==> src/rtl/selfcal_pkg.sv <==
package selfcal_pkg;

  typedef enum logic [1:0] {
    SQ_SETTLE = 2'd0,
    SQ_IDLE   = 2'd1,
    SQ_RUN    = 2'd2
  } seq_state_t;

  // Length of a settling window whose size is given as a power of two.
  function automatic logic [63:0] span_of(input int unsigned lg);
    return 64'd1 << lg;
  endfunction

  // Saturating increment used by the command run counters.
  function automatic int unsigned sat_next(input int unsigned v, input int unsigned lim);
    return (v >= lim) ? lim : v + 1;
  endfunction

endpackage

==> src/rtl/selfcal_pwrup_timer.sv <==
module selfcal_pwrup_timer #(
  parameter int unsigned SHORT_LOG2 = 24,
  parameter int unsigned LONG_LOG2  = 30
) (
  input  logic clk,
  input  logic rst_n,
  input  logic en,
  input  logic sel,
  output logic expire
);
  localparam int unsigned CW = LONG_LOG2 + 1;
  localparam logic [CW-1:0] SHORT_LAST = CW'(selfcal_pkg::span_of(SHORT_LOG2) - 64'd1);
  localparam logic [CW-1:0] LONG_LAST  = CW'(selfcal_pkg::span_of(LONG_LOG2) - 64'd1);

  logic [CW-1:0] cnt_q;
  logic [CW-1:0] last_w;

  assign last_w = sel ? LONG_LAST : SHORT_LAST;
  // The window closes on the enabled edge that would complete the count.
  assign expire = en && (cnt_q >= last_w);

  always_ff @(posedge clk) begin
    if (!rst_n) begin
      cnt_q <= '0;
    end else if (en && !expire) begin
      cnt_q <= cnt_q + CW'(1);
    end
  end

  // a disabled counter keeps its value
  p_freeze_when_off_r4: assert property (@(posedge clk) disable iff (!rst_n)
    !en |=> $stable(cnt_q));

endmodule

==> src/rtl/selfcal_cmd_detect.sv <==
module selfcal_cmd_detect #(
  parameter int unsigned RUN_LEN = 10
) (
  input  logic clk,
  input  logic rst_n,
  input  logic clear,
  input  logic pin,
  output logic fire
);
  localparam int unsigned CW = $clog2(RUN_LEN + 1);
  localparam logic [CW-1:0] LIM      = CW'(RUN_LEN);
  localparam logic [CW-1:0] HI_FINAL = CW'(RUN_LEN - 1);

  logic [CW-1:0] lo_q, hi_q;
  logic          armed_q;
  logic [CW-1:0] lo_step, hi_step;

  assign lo_step = CW'(selfcal_pkg::sat_next(32'(lo_q), RUN_LEN));
  assign hi_step = CW'(selfcal_pkg::sat_next(32'(hi_q), RUN_LEN));

  // A command completes on the edge that takes the last required high sample.
  assign fire = !clear && pin && armed_q && (hi_q == HI_FINAL);

  always_ff @(posedge clk) begin
    if (!rst_n || clear) begin
      lo_q    <= '0;
      hi_q    <= '0;
      armed_q <= 1'b0;
    end else if (!pin) begin
      lo_q    <= lo_step;
      hi_q    <= '0;
      armed_q <= (lo_step >= LIM);
    end else begin
      lo_q <= '0;
      if (fire) begin
        hi_q    <= '0;
        armed_q <= 1'b0;
      end else if (armed_q) begin
        hi_q <= hi_step;
      end
    end
  end

  // run counters never pass their limit
  p_runs_saturate_r10: assert property (@(posedge clk) disable iff (!rst_n)
    (lo_q <= LIM) && (hi_q <= LIM));

  // completion only follows a high sample on the previous edge as well
  p_fire_after_high_r5: assert property (@(posedge clk) disable iff (!rst_n)
    fire |-> $past(pin));

endmodule

==> src/rtl/selfcal_seq_top.sv <==
module selfcal_seq_top #(
  parameter int unsigned SHORT_LOG2 = 24,
  parameter int unsigned LONG_LOG2  = 30,
  parameter int unsigned CMD_RUN    = 10
) (
  input  logic clk,
  input  logic rst_n,
  input  logic cal_pin,
  input  logic dly_sel,
  input  logic pwr_dn,
  input  logic eng_done,
  output logic cal_running
);
  import selfcal_pkg::*;

  seq_state_t state_q, state_n;
  logic first_q, suppress_q, pend_q;
  logic pend_n;

  // Named internal events
  logic timer_en, dly_done, cmd_fire, det_clear;
  logic pwrup_go, pend_go, abort_now, skip_auto;

  assign timer_en  = (state_q == SQ_SETTLE) && !pwr_dn;
  assign det_clear = pwr_dn || (state_q == SQ_RUN);
  assign skip_auto = suppress_q || (first_q && cal_pin);
  assign pwrup_go  = dly_done && !skip_auto;
  assign pend_go   = (state_q == SQ_IDLE) && pend_q && !pwr_dn;
  assign abort_now = (state_q == SQ_RUN) && pwr_dn;

  selfcal_pwrup_timer #(
    .SHORT_LOG2(SHORT_LOG2),
    .LONG_LOG2 (LONG_LOG2)
  ) u_timer (
    .clk   (clk),
    .rst_n (rst_n),
    .en    (timer_en),
    .sel   (dly_sel),
    .expire(dly_done)
  );

  selfcal_cmd_detect #(
    .RUN_LEN(CMD_RUN)
  ) u_cmd (
    .clk  (clk),
    .rst_n(rst_n),
    .clear(det_clear),
    .pin  (cal_pin),
    .fire (cmd_fire)
  );

  always_comb begin
    state_n = state_q;
    pend_n  = pend_q;
    case (state_q)
      SQ_SETTLE: begin
        if (cmd_fire)      state_n = SQ_RUN;
        else if (dly_done) state_n = skip_auto ? SQ_IDLE : SQ_RUN;
      end
      SQ_IDLE: begin
        if (pend_go || cmd_fire) begin
          state_n = SQ_RUN;
          pend_n  = 1'b0;
        end
      end
      SQ_RUN: begin
        if (abort_now) begin
          state_n = SQ_IDLE;
          pend_n  = 1'b1;
        end else if (eng_done) begin
          state_n = SQ_IDLE;
        end
      end
      default: state_n = SQ_IDLE;
    endcase
  end

  always_ff @(posedge clk) begin
    if (!rst_n) begin
      state_q    <= SQ_SETTLE;
      first_q    <= 1'b1;
      suppress_q <= 1'b0;
      pend_q     <= 1'b0;
    end else begin
      state_q <= state_n;
      pend_q  <= pend_n;
      first_q <= 1'b0;
      if (first_q && cal_pin) suppress_q <= 1'b1;
    end
  end

  assign cal_running = (state_q == SQ_RUN);

  // power-down seen at an edge leaves the sequencer not running
  p_pd_blocks_r11: assert property (@(posedge clk) disable iff (!rst_n)
    pwr_dn |=> !cal_running);

  // the engine's done pulse ends the calibration
  p_done_ends_r8: assert property (@(posedge clk) disable iff (!rst_n)
    (cal_running && eng_done) |=> !cal_running);

  // an aborted calibration is remembered
  p_abort_pends_r9: assert property (@(posedge clk) disable iff (!rst_n)
    (cal_running && pwr_dn) |=> pend_q);

  // every start has a cause: settling expiry, command or pending restart
  p_start_cause_r2: assert property (@(posedge clk) disable iff (!rst_n)
    $rose(cal_running) |-> $past(pwrup_go || cmd_fire || pend_go));

endmodule

==> config.mk <==
export PLATFORM = sky130hd
export DESIGN_NAME = selfcal_seq_top
export DESIGN_NICKNAME = d
export VERILOG_FILES = /design/src/rtl/selfcal_pkg.sv /design/src/rtl/selfcal_pwrup_timer.sv /design/src/rtl/selfcal_cmd_detect.sv /design/src/rtl/selfcal_seq_top.sv
export SDC_FILE = /design/constraint.sdc
export NUM_CORES = 1
export LEC_CHECK = 0
export BUFFER_PORTS_ARGS = -buffer_cell sky130_fd_sc_hd__buf_4
export CAP_MARGIN = 25
export CORE_AREA = 2 2 96 98
export CTS_BUF_LIST = sky130_fd_sc_hd__clkbuf_4
export DETAILED_ROUTE_END_ITERATION = 8
export DIE_AREA = 0 0 98 100
export PLACE_DENSITY_LB_ADDON = 0.08
export SLEW_MARGIN = 20
export SYNTH_ARGS = -nofsm -noshare
export SYNTH_HDL_FRONTEND = slang
export SYNTH_SLANG_ARGS = --single-unit
export TNS_END_PERCENT = 1
==> constraint.sdc <==
create_clock -name clk -period 2.07 [get_ports clk]
set_clock_uncertainty 0.15 [all_clocks]
set_input_delay 0.1035 -clock clk [delete_from_list [all_inputs] [get_ports clk]]
set_output_delay 0.1035 -clock clk [all_outputs]
set_load 0.03 [all_outputs]
==> run_results.csv <==
group,metric,value,unit
placement,dp_hpwl,4.52,mm
cells_and_area,layout_common_cells,"buf_4, nand2_1, dfxtp_1, mux2i_1, nand2b_1",
synth,synth-edff-count,0,
synth,synth_seq_area_share,35.1,%
route,vias,2419,
setup_path,cp_max_fo,8,
die,start_util,28.9,%
synth,synthAdderAreaFrac,5.85,%
cells_and_area,final.fill_count,926,
cells_and_area,areaGrowthSynthToFinish,36.1,%
synth,synth.distinct_cells,45,
clock_network,clock_sinks,45,
sta,slew_violations,0,
global_route,first_global_vias,2321,
clock_network,clock_latency,360,ps
flow_run,max_cap_viol_count,0,
power_and_ir_drop,vdd.ir_drop.worst,255,uV
sta,fin_crit,2170,ps
cells_and_area,final_common_cell,"buf_4",
synth,synth_area_per_cell,8.31,um2
setup_path,cp-end-kind,"flip-flop",
synth,synth_xor_area_share,0.682,%
cells_and_area,drive_above_1_share,30.3,%
cells_and_area,final_core_util,39.3,%
die,fp.dieW,98,um
clock_network,htree_levels,2,
sta,setup_viol,18,
route,firstDrtPassIters,4,
sta,fin_setup_tns,-836,ps
sta,hold_violations,0,
synth,synthSimpleGateAreaFrac,35.5,%
sta,timing.final.ws_setup,-95.2,ps
synth,ys_ff_latch,45,
placement,gp_congestion,0.780,
setup_path,cp.required,2220,ps
synth,synth-main-ff-cell,"dfxtp_1",
route,routed_wl,6.84,mm
route,first_iter_violations,89,
hold_path,hp-class,"in2reg",
clock_network,cts_tree,"done",
global_route,grt_max_degree,42,
synth,synth_nets,327,
synth,synth-compound-area-share,9.26,%
power_and_ir_drop,power_density,406,nW/um2
die,core,8890,um2
global_route,grt_antenna_before_repair,0,
die,io-pin-count,7,
outcome,status,"complete, but fails checks",
synth,syn_area,2570,um2
global_route,grt.total_usage,13.7,%
setup_path,worst_ep_arrival_time,2320,ps
synth,synthMuxAreaShare,9.36,%
route,ant_nets,0,
power_and_ir_drop,totalPowerFinal,1.42,mW
sta,max_freq,462,MHz
sta,maxSlewHeadroom,68.1,%
route,drcViolationCount,0,
route,wire_per_inst,14.4,um
clock_network,clk_path_buf_depth,2,
power_and_ir_drop,leakage,1.29,nW
sta,post-route-period-util,105,%
sta,tightest_slew,478,ps
cells_and_area,diodes,0,
synth,async_reset_ff_share,0,%
die,die_area,9800,um2
placement,pre_cts_slack,-413,ps
synth,yosysWarningCount,0,
global_route,grt.overflow.total,0,
setup_path,criticalPathCategory,"reg2reg",
sta,rsz0062_at_grt,"true",
clock_network,cts_buffers,5,
placement,port_buffers,6,
cells_and_area,multiInputGateArea,1800,um2
synth,netlist_instances,309,
route,vias_per_cell,5.10,
cells_and_area,seq_area,910,um2
setup_path,start_kind,"flip-flop",
clock_network,cts.clk_slew.worst_paths,140,ps
outcome,violations,"setup timing",
synth,synth_top_family_by_area,"simple AND/OR/NAND/NOR gates",
cells_and_area,fin_nets,380,
global_route,grt_pass1_wl,10.9,mm
clock_network,root_buffer,"clkbuf_4",
die,rows,35,
die,die_h,100,um
-- final cells by class --
cell class	instances	share of cell area [%]
inverters	10	1.07
multi-input cells	239	51.4
flip-flops and latches	45	26.0
clock inverters	3	0.358
repair buffers	61	16.0
clock buffers	5	1.07
well taps	111	3.98
-- state kept, by name (all words and copies together), names as in the netlist --
signal,count
u_timer.cnt_q,31
u_cmd.hi_q,4
u_cmd.lo_q,4
state_q,2
first_q,1
pend_q,1
suppress_q,1
u_cmd.armed_q,1
-- critical path, stage by stage, from the launching register on --
cell and delay [ps]:
dfxtp_2 370, ha_4 200, nand4b_1 200, a21oi_2 90, or2_4 310, buf_12 150, or4_4 510, a21oi_2 140
-- Yosys cell counts, drive strengths merged, types with 3 or more instances --
cell type | n | share of area [%]
a21oi | 16 | 3.1
and2 | 3 | 0.73
and3 | 3 | 0.73
and4 | 5 | 1.7
buf | 5 | 1.3
clkbuf | 10 | 1.5
dfxtp | 45 | 35
ha | 12 | 5.8
inv | 9 | 1.3
mux2i | 24 | 9.4
nand2 | 45 | 6.6
nand2b | 20 | 4.9
nand3 | 12 | 2.3
nand4 | 16 | 3.9
nand4b | 4 | 1.4
nor2 | 15 | 2.2
nor3 | 5 | 0.97
nor4 | 16 | 4.6
nor4b | 4 | 1.6
o21ai | 8 | 1.6
o31ai | 6 | 1.8
or2 | 3 | 0.73
or4 | 6 | 1.8
-- repair_timing --
action                                  CTS  global route
gates resized for setup                  15            30
hold buffers                              2             0
hold endpoints to repair                 14             0
endpoints found under the setup margin   32            30
cloned                                    1             2
pin swaps                                12             9
buffers inserted                          5             3
-- metal layers --
layer  wire, um  share of wire [%]  GRT usage (%)
met1       3210                 47           16.3
met2       3500                 51           25.7
met3         96                1.4           2.37
met4         40               0.58           3.21
met5          0                  0              0
-- worst paths after layout --
kind,cells after the start,slack [ps],from,end
min,4,50,eng_done,state_q[1]
min reg2reg,2,330,suppress_q,suppress_q
max reg2reg,7,-100,u_timer.cnt_q[29],u_timer.cnt_q[13]
max,7,-100,u_timer.cnt_q[29],u_timer.cnt_q[13]
-- kinds of logic after synthesis --
kind of cell,after synthesis
xor gates and xnor gates,2
DFF,45
AOI/OAI and AO/OA,39
adders and majority gates,12
and+or+nand+nor,162
muxes,24
buffers and inverters,25
-- power breakdown --
part | internal (mW) | leakage [nW] | total (mW) | switching [mW]
sequential | 0.874 | 0.367 | 0.878 | 0.00361
clock | 0.124 | 0.0300 | 0.429 | 0.305
combinational | 0.0462 | 0.890 | 0.111 | 0.0645
-- through the flow --
stage	instance area, um2	hold WS [ps]	instances
after floorplan	2570	105	309
after global placement	3030	246	453
after detailed placement	3030	253	453
after CTS	3260	26.2	469
after global routing	3490	22.8	474
final	3490	45.2	474
No activity file was read; power rests on OpenSTA's default activity.
